`src/rtl/gfs_pkg.sv`:
```
package gfs_pkg;
  typedef struct packed {
    logic uv_reg;
    logic uv_ref;
    logic ovt;
    logic uv_boot;
  } cond_t;

  localparam int unsigned COND_W  = $bits(cond_t);
  localparam int unsigned LATCH_W = 2;  // {uv_reg, ovt}
endpackage

```
`src/rtl/gfs_sync.sv`:
```
module gfs_sync #(
  parameter int unsigned W       = 1,
  parameter int unsigned STAGES  = 2,
  parameter logic        RST_VAL = 1'b0
) (
  input  logic         clk,
  input  logic         rst_n,
  input  logic [W-1:0] d_i,
  output logic [W-1:0] q_o
);
  logic [W-1:0] stg [STAGES];

  for (genvar s = 0; s < STAGES; s++) begin : g_stg
    always_ff @(posedge clk or negedge rst_n) begin
      if (!rst_n) stg[s] <= {W{RST_VAL}};
      else if (s == 0) stg[s] <= d_i;
      else stg[s] <= stg[(s == 0) ? 0 : s - 1];
    end
  end

  assign q_o = stg[STAGES-1];
endmodule

```
`src/rtl/gfs_pulse_timer.sv`:
```
module gfs_pulse_timer #(
  parameter int unsigned CLR_MIN   = 200,
  parameter int unsigned SLEEP_CYC = 2000
) (
  input  logic clk,
  input  logic rst_n,
  input  logic run_s,
  output logic clr_q,
  output logic slp_q
);
  localparam int unsigned CW = $clog2(SLEEP_CYC + 1);
  localparam logic [CW-1:0] SAT   = CW'(SLEEP_CYC);
  localparam logic [CW-1:0] CLR_T = CW'(CLR_MIN - 1);

  logic [CW-1:0] lo_cnt;  // low cycles already seen in this period

  always_ff @(posedge clk or negedge rst_n) begin
    if (!rst_n) lo_cnt <= '0;
    else if (run_s) lo_cnt <= '0;
    else if (lo_cnt != SAT) lo_cnt <= lo_cnt + 1'b1;
  end

  assign clr_q = !run_s && (lo_cnt >= CLR_T);
  assign slp_q = !run_s && (lo_cnt == SAT);
endmodule

```
`src/rtl/gfs_fault_latch.sv`:
```
module gfs_fault_latch #(
  parameter int unsigned W = 2
) (
  input  logic         clk,
  input  logic         rst_n,
  input  logic         set_en,
  input  logic [W-1:0] set_i,
  input  logic         clr_i,
  output logic [W-1:0] lat_o
);
  for (genvar i = 0; i < W; i++) begin : g_bit
    always_ff @(posedge clk or negedge rst_n) begin
      if (!rst_n) lat_o[i] <= 1'b0;
      else if (clr_i) lat_o[i] <= 1'b0;
      else if (set_en && set_i[i]) lat_o[i] <= 1'b1;
    end
  end
endmodule

```
`src/rtl/gfs_power_seq.sv`:
```
module gfs_power_seq (
  input  logic clk,
  input  logic rst_n,
  input  logic run_s,
  input  logic slp_q,
  input  logic rails_bad,
  output logic asleep,
  output logic waking
);
  logic wake_hold;

  always_ff @(posedge clk or negedge rst_n) begin
    if (!rst_n) asleep <= 1'b1;
    else if (slp_q) asleep <= 1'b1;
    else if (run_s) asleep <= 1'b0;
  end

  always_ff @(posedge clk or negedge rst_n) begin
    if (!rst_n) wake_hold <= 1'b0;
    else if (asleep && run_s) wake_hold <= 1'b1;
    else if (!rails_bad) wake_hold <= 1'b0;
  end

  assign waking = wake_hold || (asleep && run_s);
endmodule

```
`src/rtl/gfs_fault_supervisor.sv`:
```
module gfs_fault_supervisor
  import gfs_pkg::*;
#(
  parameter int unsigned CLR_MIN   = 200,
  parameter int unsigned SLEEP_CYC = 2000
) (
  input  logic clk,
  input  logic rst_n,
  input  logic run_i,
  input  logic uv_reg_i,
  input  logic uv_ref_i,
  input  logic ovt_i,
  input  logic uv_boot_i,
  output logic fault_n_o,
  output logic hs_inhibit_o,
  output logic ls_inhibit_o,
  output logic sleep_o
);
  cond_t cond_raw, cond_s;
  logic  run_s, clr_q, slp_q, asleep, waking;
  logic  uv_reg_s, uv_ref_s, ovt_s, uv_boot_s;
  logic [LATCH_W-1:0] lat;

  assign cond_raw = '{uv_reg: uv_reg_i, uv_ref: uv_ref_i, ovt: ovt_i, uv_boot: uv_boot_i};

  gfs_sync #(.W(COND_W), .STAGES(2), .RST_VAL(1'b0)) u_cond_sync (
    .clk(clk), .rst_n(rst_n), .d_i(cond_raw), .q_o(cond_s)
  );
  gfs_sync #(.W(1), .STAGES(2), .RST_VAL(1'b0)) u_run_sync (
    .clk(clk), .rst_n(rst_n), .d_i(run_i), .q_o(run_s)
  );

  assign uv_reg_s  = cond_s.uv_reg;
  assign uv_ref_s  = cond_s.uv_ref;
  assign ovt_s     = cond_s.ovt;
  assign uv_boot_s = cond_s.uv_boot;

  gfs_pulse_timer #(.CLR_MIN(CLR_MIN), .SLEEP_CYC(SLEEP_CYC)) u_timer (
    .clk(clk), .rst_n(rst_n), .run_s(run_s), .clr_q(clr_q), .slp_q(slp_q)
  );

  gfs_power_seq u_pwr (
    .clk(clk), .rst_n(rst_n), .run_s(run_s), .slp_q(slp_q),
    .rails_bad(uv_reg_s || uv_ref_s), .asleep(asleep), .waking(waking)
  );

  gfs_fault_latch #(.W(LATCH_W)) u_latch (
    .clk(clk), .rst_n(rst_n),
    .set_en(run_s && !waking),
    .set_i({uv_reg_s, ovt_s}),
    .clr_i(clr_q),
    .lat_o(lat)
  );

  assign fault_n_o    = !(run_s && ((|lat) || (|cond_s) || waking));
  assign ls_inhibit_o = !run_s || uv_reg_s || uv_ref_s || waking;
  assign hs_inhibit_o = ls_inhibit_o || uv_boot_s;
  assign sleep_o      = asleep;
endmodule

```
`config.mk`:
```
export PLATFORM = sky130hd
export DESIGN_NAME = gfs_fault_supervisor
export DESIGN_NICKNAME = d
export VERILOG_FILES = /design/src/rtl/gfs_pkg.sv /design/src/rtl/gfs_sync.sv /design/src/rtl/gfs_pulse_timer.sv /design/src/rtl/gfs_fault_latch.sv /design/src/rtl/gfs_power_seq.sv /design/src/rtl/gfs_fault_supervisor.sv
export SDC_FILE = /design/constraint.sdc
export NUM_CORES = 1
export LEC_CHECK = 0
export ABC_AREA = 1
export ABC_CLOCK_PERIOD_IN_PS = 2100
export BUFFER_PORTS_ARGS = -buffer_cell sky130_fd_sc_hd__buf_2
export CAP_MARGIN = 40
export CELL_PAD_IN_SITES_DETAIL_PLACEMENT = 0
export CELL_PAD_IN_SITES_GLOBAL_PLACEMENT = 2
export CORE_MARGIN = 2
export CORE_UTILIZATION = 38
export DETAILED_ROUTE_END_ITERATION = 10
export HOLD_SLACK_MARGIN = 0.03
export PLACE_DENSITY_LB_ADDON = 0.12
export RECOVER_POWER = 100
export SLEW_MARGIN = 15
export SYNTH_ARGS = -nofsm -noshare
export SYNTH_HDL_FRONTEND = slang
export SYNTH_SLANG_ARGS = --single-unit
```
`constraint.sdc`:
```
create_clock -name clk -period 2.1 [get_ports clk]
set_input_delay 0.63 -clock clk [delete_from_list [all_inputs] [get_ports clk]]
set_output_delay 0.63 -clock clk [all_outputs]
set_load 0.02 [all_outputs]
```
==> metrics.csv <==
metric,value,unit
synth_edf_count,0,
synth-main-ff-cell,sky130_fd_sc_hd__dfrtp_1,
cts_max_path_buffers,2,
async_flop_share,1.00,
final_cell_count_no_fill,156,
flip_flop_and_latch_count_after_synthesis,25,
worst_setup_path_end_kind,output port,
synth.avg_cell_area,9.57,µm²
rrSetupSlack,0.63,ns
dieArea,0.00323,mm²
die_width,56.9,µm
synth_cell_type_count,25,
routing_usage_on_met1,0.171,
tritoncts,built,
post-route-cell-area,0.00117,mm²
detailroute.via_count,771,
grt_antenna_before_repair,0,
worst_r2r_endpoint,u_timer.lo_cnt[10],
number_of_standard_cell_rows_in_the_floorplan,19,
gp_routability_congestion,0.745,
worstPathCellList,nor4_1 > nand4_1 > nand2_1 > clkbuf_2,
worst_setup_path_startpoint,u_latch.lat_o[1],
placedCellCount,152,
cpMaxStageDelayCell,sky130_fd_sc_hd__dfrtp_1,
p_int,584,µW
grt.overflow.total,0,
maxCapViolCount,0,
pin_count_of_the_biggest_net_entering_global_routing,26,
source_to_sink_clock_delay_at_the_later_pin_of_the_worst_skew_pair,0.32,ns
run_status,completed,
r2r_start,u_timer.lo_cnt[1],
layout_common_cells,"27 x sky130_fd_sc_hd__nand2_1, 24 x sky130_fd_sc_hd__dfrtp_1, 13 x sky130_fd_sc_hd__nor2_1",
start_kind,flop,
synthCells,111,
global_route.usage.total,0.127,
synthesis.yosys.warnings,0,
post_synthesis_net_count,120,
vdd.ir_drop.worst,0.000520,V
layout_commonest_cell,sky130_fd_sc_hd__nand2_1,
swShare,0.241,
yosysSeqAreaShare,0.590,
count_of_clock_tree_sinks,25,
combPwrFrac,0.059,
period_needed,2.04,ns
start_util,0.392,
antennaDiodeCount,0,
cts.hold.buffers_added,0,
post_dp_cell_area,0.00115,mm²
fin_nets,135,
routed_wire_length_per_instance,12.1,µm
clk_pin_slew,0.14,ns
post-cts-setup-buffers,0,
path_max_fanout,2,
dp_hpwl,1360,µm
grt_first_pass_wirelength,3130,µm
hp-class,reg2reg,
power_density,659,mW/mm²
post-route-util,0.431,
worst-setup-path-type,reg2out,
slew-limit-headroom,0.0882,
switchingPower,185,µW
drc,0,
slowest_delay,0.41,ns
floorplan.die.height,56.9,µm
setup_viol_count_final,0,
fin_worst_skew,0.00669,ns
wirelength,1880,µm
buffer_type_at_the_clock_tree_root,sky130_fd_sc_hd__clkbuf_4,
route.antenna.remaining_nets,0,
cts-resized-gates,0,
final.period_utilization,0.970,
area_growth_syn_to_layout,10.0,%
grt_setup_unrepaired,true,
io_pins,11,
timing.fmax,491,MHz
timing.final.max_slew_violations,0,
detailedRoute.firstPassIterationCount,4,
vias_per_cell,4.94,
p_seq_frac,0.658,
dr.first_iter.drc_count,27,
number_of_global_route_vias_before_repair,704,
global_route.usage.met2,0.196,
power,770,µW
port-buffer-count,10,
clkPwrFrac,0.283,
cp_arrival,1.41,ns
tritoncts.num_buffers,3,
grt.met3_usage,0.0415,
final-hold-violation-count,0,
synthesis.area,0.00106,mm²
floorplan.core_area,0.00271,mm²
tightest_slew,1.37,ns
p_leak,0.561,nW
cts_max_level,1,
n_fill_cell,271,
worst_ep_required_time,1.47,ns
drive_above_1_share,0.168,
most_crowded_layer_after_global_routing,met2,
reg2reg_depth,6,
crit_end,fault_n_o,
[synthesized netlist by cell type (2+ instances only)]
library cell | number | area (µm²)
sky130_fd_sc_hd__nand2_1 | 27 | 101
sky130_fd_sc_hd__dfrtp_1 | 24 | 601
sky130_fd_sc_hd__nor2_1 | 12 | 45.0
sky130_fd_sc_hd__inv_1 | 11 | 41.3
sky130_fd_sc_hd__a21oi_1 | 5 | 25.0
sky130_fd_sc_hd__nand4_1 | 4 | 25.0
sky130_fd_sc_hd__o21ai_0 | 4 | 20.0
sky130_fd_sc_hd__nand3_1 | 3 | 15.0
sky130_fd_sc_hd__nor3_1 | 3 | 15.0
sky130_fd_sc_hd__ha_1 | 2 | 25.0
sky130_fd_sc_hd__nor2_2 | 2 | 12.5
[area by class of cell]
type,instances,area [µm²],share of cell area
multi-input cells,73,369,0.316
well taps,31,38.8,0.0332
clock inverters,1,7.51,0.00642
inverters,12,47.5,0.0407
flip-flops and latches,25,627,0.536
repair buffers,11,56.3,0.0482
clock buffers,3,22.5,0.0193
[routing by layer]
layer	up-vias	part of all wire
met2	17	0.45
met3	2	0.035
met5	-	0
met4	0	0.0096
met1	365	0.51
li1	387	-
[power by group through the flow]
stage / combinational, mW / clock, mW / sequential (mW)
after global routing: 0.0513 / 0.248 / 0.509
final: 0.0457 / 0.218 / 0.506
after detailed placement: 0.0470 / 0 / 0.516
after floorplan: 0.0252 / 0 / 0.512
after global placement: 0.0465 / 0 / 0.515
after CTS: 0.0473 / 0.229 / 0.507
[how the worst min path moves through the flow]
stage | from | to | slack [ns] | depth (start not counted)
after floorplan | rst_n | u_cond_sync.q_o[0] | 0.33 | 0
after global placement | u_cond_sync.stg[5] | u_cond_sync.q_o[1] | 0.33 | 0
after detailed placement | u_cond_sync.stg[5] | u_cond_sync.q_o[1] | 0.34 | 0
after CTS | rst_n | u_timer.lo_cnt[5] | 0.29 | 1
after global routing | run_i | u_run_sync.stg[1] | 0.37 | 1
final | u_cond_sync.stg[7] | u_cond_sync.q_o[3] | 0.37 | 0
[worst max-delay path: cells and delay by family (launching register included)]
family / cells / cell delay [ns]
AND/OR/NAND/NOR: 3 / 0.54
buffers and inverters: 1 / 0.16
flip-flops: 1 / 0.41
[per-stage QoR]
| stage | hold WS [ns] | setup WS (ns) | setup TNS, ns |
|---|---|---|---|
| 2_1_floorplan | 0.331 | 0.323 | 0 |
| 3_3_place_gp | 0.333 | 0.450 | 0 |
| 3_5_place_dp | 0.336 | 0.439 | 0 |
| 4_1_cts | 0.290 | 0.0534 | 0 |
| 5_1_grt | 0.372 | -0.0232 | -0.0232 |
| 6_report | 0.368 | 0.0625 | 0 |
[registers in the layout (all words and copies together), names as in the netlist]
register,count
u_cond_sync.q_o,4
u_cond_sync.stg,4
u_latch.lat_o,2
u_pwr.asleep,1
u_pwr.wake_hold,1
u_run_sync.q_o,1
u_run_sync.stg,1
u_timer.lo_cnt,11
[kinds of logic (layout without fill, tap and decap cells)]
family / after synthesis / count (layout) / synth area share
AO/OA/AOI/OAI: 11 / 11 / 0.0565
adder cells (fa/ha/maj): 2 / 2 / 0.0236
AND/OR/NAND/NOR: 59 / 59 / 0.272
XOR/XNOR: 1 / 1 / 0.00825
flip-flops: 25 / 25 / 0.590
buffers and inverters: 13 / 27 / 0.0495
No activity file was read; power rests on OpenSTA's default activity.
